$ cat src/rtl/byteslice_mul_pkg.sv
package byteslice_mul_pkg;

    typedef enum logic [2:0] {
        ST_IDLE,
        ST_LL,
        ST_HH,
        ST_LH,
        ST_HL,
        ST_FIXB,
        ST_FIXA
    } step_e;

    typedef enum logic [2:0] {
        ACC_HOLD,
        ACC_PUT_LO,
        ACC_PUT_HI,
        ACC_ADD_MID,
        ACC_SUB_HI
    } acc_op_e;

    function automatic step_e step_after(step_e s, logic sgn);
        case (s)
            ST_LL:   return ST_HH;
            ST_HH:   return ST_LH;
            ST_LH:   return ST_HL;
            ST_HL:   return sgn ? ST_FIXB : ST_IDLE;
            ST_FIXB: return ST_FIXA;
            default: return ST_IDLE;
        endcase
    endfunction

    function automatic logic is_final(step_e s, logic sgn);
        return (s != ST_IDLE) && (step_after(s, sgn) == ST_IDLE);
    endfunction

endpackage

$ cat src/rtl/bsm_slice_mult.sv
module bsm_slice_mult #(
    parameter int SLICE_W = 8
) (
    input  logic [SLICE_W-1:0]   x,
    input  logic [SLICE_W-1:0]   y,
    output logic [2*SLICE_W-1:0] p
);
    localparam int PW = 2 * SLICE_W;

    logic [PW-1:0] rows [SLICE_W];

    for (genvar i = 0; i < SLICE_W; i++) begin : g_row
        assign rows[i] = y[i] ? ({{SLICE_W{1'b0}}, x} << i) : '0;
    end

    always_comb begin
        p = '0;
        for (int k = 0; k < SLICE_W; k++) begin
            p = p + rows[k];
        end
    end

endmodule

$ cat src/rtl/bsm_ctrl.sv
module bsm_ctrl
    import byteslice_mul_pkg::*;
#(
    parameter int SLICE_W = 8
) (
    input  logic                 clk,
    input  logic                 rst,
    input  logic                 start,
    input  logic                 signed_mode,
    input  logic [2*SLICE_W-1:0] opa,
    input  logic [2*SLICE_W-1:0] opb,
    output logic                 busy,
    output logic                 done,
    output logic [SLICE_W-1:0]   mul_x,
    output logic [SLICE_W-1:0]   mul_y,
    output acc_op_e              acc_op,
    output logic [2*SLICE_W-1:0] sub_val
);
    localparam int OW = 2 * SLICE_W;

    step_e          step_q;
    logic [OW-1:0]  a_q, b_q;
    logic           sgn_q;
    logic           accept;

    assign busy   = (step_q != ST_IDLE);
    assign accept = start && !busy;

    always_ff @(posedge clk) begin
        if (rst) begin
            step_q <= ST_IDLE;
            a_q    <= '0;
            b_q    <= '0;
            sgn_q  <= 1'b0;
            done   <= 1'b0;
        end else begin
            done <= is_final(step_q, sgn_q);
            if (accept) begin
                a_q    <= opa;
                b_q    <= opb;
                sgn_q  <= signed_mode;
                step_q <= ST_LL;
            end else if (busy) begin
                step_q <= step_after(step_q, sgn_q);
            end
        end
    end

    always_comb begin
        mul_x   = a_q[SLICE_W-1:0];
        mul_y   = b_q[SLICE_W-1:0];
        acc_op  = ACC_HOLD;
        sub_val = '0;
        case (step_q)
            ST_LL: acc_op = ACC_PUT_LO;
            ST_HH: begin
                mul_x  = a_q[OW-1:SLICE_W];
                mul_y  = b_q[OW-1:SLICE_W];
                acc_op = ACC_PUT_HI;
            end
            ST_LH: begin
                mul_y  = b_q[OW-1:SLICE_W];
                acc_op = ACC_ADD_MID;
            end
            ST_HL: begin
                mul_x  = a_q[OW-1:SLICE_W];
                acc_op = ACC_ADD_MID;
            end
            ST_FIXB: begin
                sub_val = a_q;
                acc_op  = b_q[OW-1] ? ACC_SUB_HI : ACC_HOLD;
            end
            ST_FIXA: begin
                sub_val = b_q;
                acc_op  = a_q[OW-1] ? ACC_SUB_HI : ACC_HOLD;
            end
            default: acc_op = ACC_HOLD;
        endcase
    end

    assert_done_single_R9: assert property (@(posedge clk) disable iff (rst)
        done |=> !done);

    assert_busy_end_done_R9: assert property (@(posedge clk) disable iff (rst)
        $fell(busy) |-> done);

    assert_ignore_start_R3: assert property (@(posedge clk) disable iff (rst)
        busy |=> ($stable(a_q) && $stable(b_q) && $stable(sgn_q)));

    assert_lat_unsigned_R9: assert property (@(posedge clk) disable iff (rst)
        (done && !sgn_q) |-> $past(accept, 5));

    assert_lat_signed_R9: assert property (@(posedge clk) disable iff (rst)
        (done && sgn_q) |-> $past(accept, 7));

endmodule

$ cat src/rtl/bsm_accum.sv
module bsm_accum
    import byteslice_mul_pkg::*;
#(
    parameter int SLICE_W = 8
) (
    input  logic                 clk,
    input  logic                 rst,
    input  acc_op_e              acc_op,
    input  logic [2*SLICE_W-1:0] prod,
    input  logic [2*SLICE_W-1:0] sub_val,
    output logic [4*SLICE_W-1:0] res
);
    localparam int HW = 2 * SLICE_W;
    localparam int FW = 4 * SLICE_W;
    localparam int MW = 3 * SLICE_W;

    logic [MW-1:0] mid_sum;
    logic [HW-1:0] hi_diff;

    assign mid_sum = res[FW-1:SLICE_W] + {{SLICE_W{1'b0}}, prod};
    assign hi_diff = res[FW-1:HW] - sub_val;

    always_ff @(posedge clk) begin
        if (rst) begin
            res <= '0;
        end else begin
            case (acc_op)
                ACC_PUT_LO:  res[HW-1:0]       <= prod;
                ACC_PUT_HI:  res[FW-1:HW]      <= prod;
                ACC_ADD_MID: res[FW-1:SLICE_W] <= mid_sum;
                ACC_SUB_HI:  res[FW-1:HW]      <= hi_diff;
                default:     res               <= res;
            endcase
        end
    end

    assert_put_hi_keeps_lo_R6: assert property (@(posedge clk) disable iff (rst)
        (acc_op == ACC_PUT_HI) |=> $stable(res[HW-1:0]));

    assert_sub_keeps_lo_R8: assert property (@(posedge clk) disable iff (rst)
        (acc_op == ACC_SUB_HI) |=> $stable(res[HW-1:0]));

endmodule

$ cat src/rtl/byteslice_mul.sv
module byteslice_mul
    import byteslice_mul_pkg::*;
#(
    parameter int SLICE_W = 8
) (
    input  logic                 clk,
    input  logic                 rst,
    input  logic                 start,
    input  logic                 signed_mode,
    input  logic [2*SLICE_W-1:0] opa,
    input  logic [2*SLICE_W-1:0] opb,
    output logic                 busy,
    output logic                 done,
    output logic [4*SLICE_W-1:0] result
);
    localparam int HW = 2 * SLICE_W;

    logic [SLICE_W-1:0] mul_x, mul_y;
    logic [HW-1:0]      prod;
    logic [HW-1:0]      sub_val;
    acc_op_e            acc_op;

    bsm_ctrl #(.SLICE_W(SLICE_W)) u_ctrl (
        .clk         (clk),
        .rst         (rst),
        .start       (start),
        .signed_mode (signed_mode),
        .opa         (opa),
        .opb         (opb),
        .busy        (busy),
        .done        (done),
        .mul_x       (mul_x),
        .mul_y       (mul_y),
        .acc_op      (acc_op),
        .sub_val     (sub_val)
    );

    bsm_slice_mult #(.SLICE_W(SLICE_W)) u_mult (
        .x (mul_x),
        .y (mul_y),
        .p (prod)
    );

    bsm_accum #(.SLICE_W(SLICE_W)) u_acc (
        .clk     (clk),
        .rst     (rst),
        .acc_op  (acc_op),
        .prod    (prod),
        .sub_val (sub_val),
        .res     (result)
    );

    assert_idle_hold_R10: assert property (@(posedge clk) disable iff (rst)
        (!busy && !start) |=> $stable(result));

    assert_start_busy_R2: assert property (@(posedge clk) disable iff (rst)
        (start && !busy) |=> busy);

endmodule

$ cat config.mk
export PLATFORM = sky130hd
export DESIGN_NAME = byteslice_mul
export DESIGN_NICKNAME = d
export VERILOG_FILES = /design/src/rtl/byteslice_mul_pkg.sv /design/src/rtl/bsm_slice_mult.sv /design/src/rtl/bsm_ctrl.sv /design/src/rtl/bsm_accum.sv /design/src/rtl/byteslice_mul.sv
export SDC_FILE = /design/constraint.sdc
export NUM_CORES = 1
export LEC_CHECK = 0
export ABC_AREA = 0
export BUFFER_PORTS_ARGS = -buffer_cell sky130_fd_sc_hd__clkbuf_2
export CAP_MARGIN = 20
export CORE_MARGIN = 2
export CORE_UTILIZATION = 45
export CTS_BUF_LIST = sky130_fd_sc_hd__clkbuf_8
export DETAILED_ROUTE_END_ITERATION = 16
export PLACE_DENSITY = 0.66
export SKIP_CTS_REPAIR_TIMING = 1
export SLEW_MARGIN = 10
export SYNTH_ARGS = -nofsm -noshare
export SYNTH_HDL_FRONTEND = slang
export SYNTH_SLANG_ARGS = --single-unit
$ cat constraint.sdc
create_clock -name clk -period 6.7 [get_ports clk]
set_input_delay 1.34 -clock clk [delete_from_list [all_inputs] [get_ports clk]]
set_output_delay 1.34 -clock clk [all_outputs]
set_load 0.005 [all_outputs]
# After elaboration in Yosys (flattened, before gate mapping)
# Index checks and enable logic that the tools add are counted.
dict set report totals {
  reg_bits 69
  latch_bits 0
  mem_bits_rw 0
  romBits 0
  input_bits 36
  output_inout_bits 34
  word_cells 61
  mem_count 0
}
dict set report classes {
  add_sub_neg 9
  mul 0
  div 0
  magnitude_cmp 0
  eq_ne 10
  n_shift 0
  n_mux 21
  bitwise 0
  n_reduce_logical 12
}
# operator count
set ops {}
lappend ops {{$add 16x16->16} 3}
lappend ops {{$pmux 16 s3} 1}
lappend ops {{$pmux 16 s2} 1}
lappend ops {{$pmux 3 s5} 2}
lappend ops {{$add 24x16->24} 1}
lappend ops {{$mux 8} 3}
lappend ops {{$add 16x12->16} 1}
lappend ops {{$add 16x13->16} 1}
lappend ops {{$add 16x14->16} 1}
lappend ops {{$add 16x15->16} 1}
lappend ops {{$pmux 8 s2} 1}
lappend ops {{$sub 16x16->16} 1}
lappend ops {{$mux 15} 1}
lappend ops {{$mux 14} 1}
lappend ops {{$mux 13} 1}
lappend ops {{$eq 3x2->1 const B} 4}
lappend ops {{$eq 3x3->1 const B} 4}
lappend ops {{$mux 12} 1}
lappend ops {{$mux 3} 4}
lappend ops {{$mux 11} 1}
lappend ops {{$mux 10} 1}
lappend ops {{$mux 9} 1}
lappend ops {{$reduce_or 2->1} 4}
lappend ops {{$eq 3x1->1 const B} 2}
lappend ops {{6 further kinds} 10}

# Longest topological paths before layout
dict set report logic_depth {
  word_depth 13
  mapped_depth 28
  mapped_depth_nobuf 27
}

# By module
# Synthesis repeated with hierarchy kept, for this count alone.
dict set report hier_totals {
  hier_cells 879
  area_unflattened_um2 6936.7
}
# mod instances cells_per_inst area_each_um2 seq_area_each_um2
set modules_own_cells {}
lappend modules_own_cells {bsm_accum 1 437 3168.0 640.6}
lappend modules_own_cells {bsm_slice_mult 1 233 1990.7 0.0}
lappend modules_own_cells {bsm_ctrl 1 209 1778.0 740.7}

# Worst setup path before layout
# No wires, ideal clock.
dict set report synth_timing {
  path_kind {register -> register}
  start {reg u_ctrl.step_q[1]}
  end {reg u_acc.res[29]}
  setup_ps 115
  arrival_time_ps 6517
  path_slack_ps 68
  stages_incl_launch_ff 26
  path_cell_list {dfxtp_1 buf_2 nand2b_1 a21oi_4 mux2i_1 nor2_1 fa_1 fa_1 fa_1 inv_1 fa_1 inv_1 ha_1 or3_1 o22a_1 and3_1 or2_1 a21oi_1 xnor2_1 ha_1 o2111ai_1 a21oi_1 o21ai_0 a21boi_0 a2bb2oi_1 a21bo_2}
}
dict set report synth_between {
  elab_chain_cells 13
  word_cells_on_any_way 35
  cone_classes {9 x add/sub; 9 x eq/ne; 13 x mux; 4 x reduce/logical}
}
# element line
set synth_lines {}
lappend synth_lines {{start, declared} bsm_ctrl.sv:21} ;# step_e step_q;
lappend synth_lines {{start signal, assigned} bsm_ctrl.sv:44} ;# step_q <= step_after(step_q, sgn_q);
lappend synth_lines {{$eq 3x2->1 or $eq 3x3->1 (tied branches)} bsm_ctrl.sv:54} ;# case (step_q)
lappend synth_lines {{$reduce_or 2->1 (no source line)} n/a}
lappend synth_lines {{$mux 8} bsm_ctrl.sv:54}
lappend synth_lines {{$mux 8 or $mux 9 (tied branches)} bsm_slice_mult.sv:13} ;# assign rows[i] = y[i] ? ({{SLICE_W{1'b0}}, x} << i) : '0;
lappend synth_lines {{$add 16x16->16 (3 in a row)} bsm_slice_mult.sv:19} ;# p = p + rows[k];
lappend synth_lines {{$add 16x12->16} bsm_slice_mult.sv:19}
lappend synth_lines {{$add 16x13->16} bsm_slice_mult.sv:19}
lappend synth_lines {{$add 16x14->16} bsm_slice_mult.sv:19}
lappend synth_lines {{$add 16x15->16} bsm_slice_mult.sv:19}
lappend synth_lines {{$add 24x16->24} bsm_accum.sv:20} ;# assign mid_sum = res[FW-1:SLICE_W] + {{SLICE_W{1'b0}}, prod};
lappend synth_lines {{$pmux 16 s3} bsm_accum.sv:27} ;# case (acc_op)
lappend synth_lines {{end signal, assigned by index} bsm_accum.sv:28} ;# ACC_PUT_LO: res[HW-1:0] <= prod;
lappend synth_lines {{end signal, assigned by index} bsm_accum.sv:29} ;# ACC_PUT_HI: res[FW-1:HW] <= prod;
lappend synth_lines {{end signal, assigned by index} bsm_accum.sv:30} ;# ACC_ADD_MID: res[FW-1:SLICE_W] <= mid_sum;
lappend synth_lines {{end, declared} bsm_accum.sv:11} ;# output logic [4*SLICE_W-1:0] res
# Several ways; a longest one is shown, not always the timed one.
# A chain may end at the register's enable or synchronous reset.

# Worst setup path after layout
dict set report layout_timing {
  start {reg u_ctrl.step_q[1]}
  end {reg u_acc.res[30]}
}
# Same word-level chain as after synthesis.

==> summary.txt <==
Critical path
  – Setup CP Type: flip-flop to flip-flop
  – Cells on worst reg2reg path: 27
  – Peak fanout along the critical path: 8
  – Endpoint arrival time on the critical path: approximately 7 ns
  – Setup crit start kind: flip-flop
  – Required time at the worst-slack endpoint: 7.02 ns
  – Endpoint type of the worst setup path: flip-flop

Synthesis
  – Avg Synthesized Cell Area: 7.892 µm²
  – Number of enable-type register cells in the synthesized netlist: 0
  – Total nets after synthesis: 987
  – Area share of the leading cell type in the synthesized netlist: ~21%
  – Top area cells in the synthesized netlist: sky130_fd_sc_hd__dfxtp_1 21%, sky130_fd_sc_hd__ha_1 12%, sky130_fd_sc_hd__fa_1 12%, sky130_fd_sc_hd__nand2_1 6.3%, sky130_fd_sc_hd__a21oi_1 6.1%
  – Area of the mapped netlist: 6676 µm²
  – Number of different library cells in the post-synthesis netlist: 73
  – Number of cells produced by synthesis: 846
  – Yosys Warn Count: 0
  – Number of synthesized register bits: 69
  – Largest area contributor in the synthesized netlist: sky130_fd_sc_hd__dfxtp_1
  – Share of the yosys chip area belonging to registers: between 20% and 30%
  – Primary flip-flop cell chosen by synthesis mapping: sky130_fd_sc_hd__dfxtp_1
  – FFs w/ async S/R, synth: 0%

Clocking
  – Buffer type at the clock tree root: sky130_fd_sc_hd__clkbuf_8
  – Total number of clock tree sinks: 69
  – H-tree depth: 3
  – Clock insertion delay at the later pin of the skew report: approximately 0.4 ns
  – Clock-pin slew of the registers on the worst-case setup and hold paths: 0.09 ns
  – TritonCTS clock tree: yes
  – Clock buffer count from CTS: 9
  – Maximum clock path buffer count: 2

Routing
  – Mean number of vias per cell: 5.670
  – Detailed-routing wirelength on met1: 9.344 mm
  – Metal2 WL: approximately 9 mm
  – Detailed-route DRC error count: 0
  – Top Layer Used: met4
  – Total Wirelength: roughly 20 mm
  – First DRT Iteration DRCs: 491
  – Final antenna-violating net count: 0
  – Number of vias in the routed layout: approximately 6.5k
  – Met3 wire len: ~960 µm
  – Avg WL per Cell: between 15 and 20 µm
  – Pre-antenna DRT Iters: 5

Timing
  – Finish-stage setup viols: 0
  – Worst clock skew: 0.01061 ns
  – Final critical delay including setup and external delays: 6.552 ns
  – Final slew viol count: 0
  – Number of hold-slack violations in the final timing report: 0
  – Max Clock Freq: 0.1526 GHz
  – Worst-margin pin slew: 1.080 ns
  – Headroom to the max-slew limit: between 20 and 30%
  – Minimum setup slack in the final design: approximately 0.15 ns
  – Ratio of final minimum period to clock period: a little over nine tenths

Cells and area
  – Highest-count cells in the layout ignoring fill and taps: 112 x sky130_fd_sc_hd__nand2_1, 90 x sky130_fd_sc_hd__nor2_1, 76 x sky130_fd_sc_hd__a21oi_1
  – Net count, final: approximately 1.1k
  – Area occupied by registers: 1389 µm²
  – Fraction of layout cells with a size suffix above 1: 23.05%
  – Area of the multi-input gates: 5246 µm²
  – Synthesis-to-layout area growth: 21.21%
  – Antenna diode count: 0
  – FILL cells: between 1k and 1.5k
  – Most common cell after layout, fill and taps aside: sky130_fd_sc_hd__nand2_1
  – Final design utilization: a little under three fifths

Floorplan
  – Area of the placeable core: 14530 µm²
  – Chip width: 125.8 µm
  – Row count: 44
  – Die Span Y: 125.8 µm
  – Overall die area: 15830 µm²
  – Starting density of the core: 45.94%
  – Number of top-level design ports: 70

Global route
  – Global-route usage over all layers: between 20% and 30%
  – Largest net degree at the start of global routing: 68
  – Number of antenna violations at the first check in global routing: 0
  – Leftover overflow at the end of global routing: 0
  – Number of global-route vias before repair: roughly 6.0k
  – Global-route wire length before repair: 31.14 mm

Placement
  – Post-detailed-placement half-perimeter wirelength: 15.42 mm
  – Routability congestion estimate: 0.9210
  – Post-Place Setup Slack: -0.1380 ns
  – IO Port Bufs: 69

Worst hold path
  – Hold path depth: 2
  – Type of the tightest min-delay check: flip-flop to flip-flop

Power
  – P_leak: roughly 0.0037 µW
  – Pwr per Cell Area: 165.1 nW/µm²
  – Worst-case vdd ir drop: 0.1224 mV

Run
  – Number of maximum-capacitance constraint violations: 0

Status
  – Result of the run: finished, final reports clean
-- layout make-up --
class	count	share of cell area, %
clock buffers	9	1.531
flip-flops and latches	69	17.16
clock inverters	7	0.7267
well taps	184	2.845
inverters	59	2.737
multi-input cells	689	64.83
repair buffers	130	10.17
-- layer usage --
metal  vias up  GRT usage, %
met5         -             0
met1      3074         35.17
met3        32         4.036
met2       199         39.55
met4         0         6.723
li1       3199             -
-- synthesized netlist by cell type (all sizes together) (7+ instances only) --
library cell / count
nand2: 112
nor2: 92
a21oi: 83
dfxtp: 69
ha: 65
inv: 58
o21ai: 42
fa: 40
clkbuf: 25
a22oi: 20
nor3: 20
or2: 20
mux2i: 18
xnor2: 16
a21o: 11
nand3: 10
o21a: 10
a31oi: 9
nand3b: 9
xor2: 9
and3: 8
nand2b: 7
nor2b: 7
o211ai: 7
-- path summary, 6_finish.rpt --
check,start,endpoint,slack [ns]
setup / recovery,u_ctrl.step_q[1],u_acc.res[30],0.15
hold / removal,u_acc.res[0],u_acc.res[0],0.46
setup reg to reg,u_ctrl.step_q[1],u_acc.res[30],0.15
hold reg to reg,u_acc.res[0],u_acc.res[0],0.46
-- where the power goes --
part	internal (µW)	total [µW]	switching, µW
combinational	227	511	284
sequential	439	484	44.9
clock	140	341	201
-- stage by stage --
| step | cells | TNS (ns) | total power, µW | area, µm² | hold slack [ns] |
|---|---|---|---|---|---|
| 2_1_floorplan | 846 | 0 | 801.7 | 6676 | 0.4483 |
| 3_3_place_gp | 1123 | 0 | 955.9 | 7550 | 0.4418 |
| 3_5_place_dp | 1123 | -0.1901 | 961.1 | 7550 | 0.4483 |
| 4_1_cts | 1139 | -0.2120 | 1303 | 7732 | 0.4602 |
| 5_1_grt | 1147 | -0.07363 | 1415 | 8093 | 0.4910 |
| 6_report | 1147 | 0 | 1336 | 8093 | 0.4563 |
-- sequential cells by signal, summed over array words and instances (netlist names) --
| signal | flops |
|---|---|
| u_acc.res | 32 |
| u_ctrl.b_q | 16 |
| u_ctrl.sgn_q | 1 |
| u_ctrl.done | 1 |
| u_ctrl.a_q | 16 |
| u_ctrl.step_q | 3 |
-- worst max-delay path, stage by stage, from the launching register on --
cell and delay [ns]:
sky130_fd_sc_hd__dfxtp_4 0.38, sky130_fd_sc_hd__nand2b_4 0.15, sky130_fd_sc_hd__a21oi_4 0.17, sky130_fd_sc_hd__buf_12 0.16
sky130_fd_sc_hd__buf_4 0.13, sky130_fd_sc_hd__mux2i_4 0.24, sky130_fd_sc_hd__buf_4 0.17, sky130_fd_sc_hd__nor2_1 0.07
sky130_fd_sc_hd__fa_1 0.51, sky130_fd_sc_hd__fa_2 0.45, sky130_fd_sc_hd__fa_1 0.54, sky130_fd_sc_hd__inv_1 0.05
sky130_fd_sc_hd__fa_1 0.53, sky130_fd_sc_hd__inv_1 0.04, sky130_fd_sc_hd__ha_1 0.32, sky130_fd_sc_hd__buf_4 0.15
sky130_fd_sc_hd__o21a_1 0.20, sky130_fd_sc_hd__a21oi_2 0.14, sky130_fd_sc_hd__o21bai_2 0.10, sky130_fd_sc_hd__xor2_2 0.22
sky130_fd_sc_hd__ha_4 0.30, sky130_fd_sc_hd__nand4_1 0.07, sky130_fd_sc_hd__a221o_1 0.30, sky130_fd_sc_hd__a21boi_2 0.23
sky130_fd_sc_hd__o21ai_2 0.08, sky130_fd_sc_hd__and3_4 0.17, sky130_fd_sc_hd__or4_1 0.41, sky130_fd_sc_hd__a41oi_2 0.18
-- cells by family after synthesis --
logic type      Yosys count  share of synthesized area [%]
flops                    69                          20.69
buf+inv                  88                          5.004
xor+xnor                 25                          3.280
mux                      20                          3.092
fa+ha+maj               105                          24.18
compound gates          233                          22.73
simple gates            306                          21.03
No activity file was read; power rests on OpenSTA's default activity.
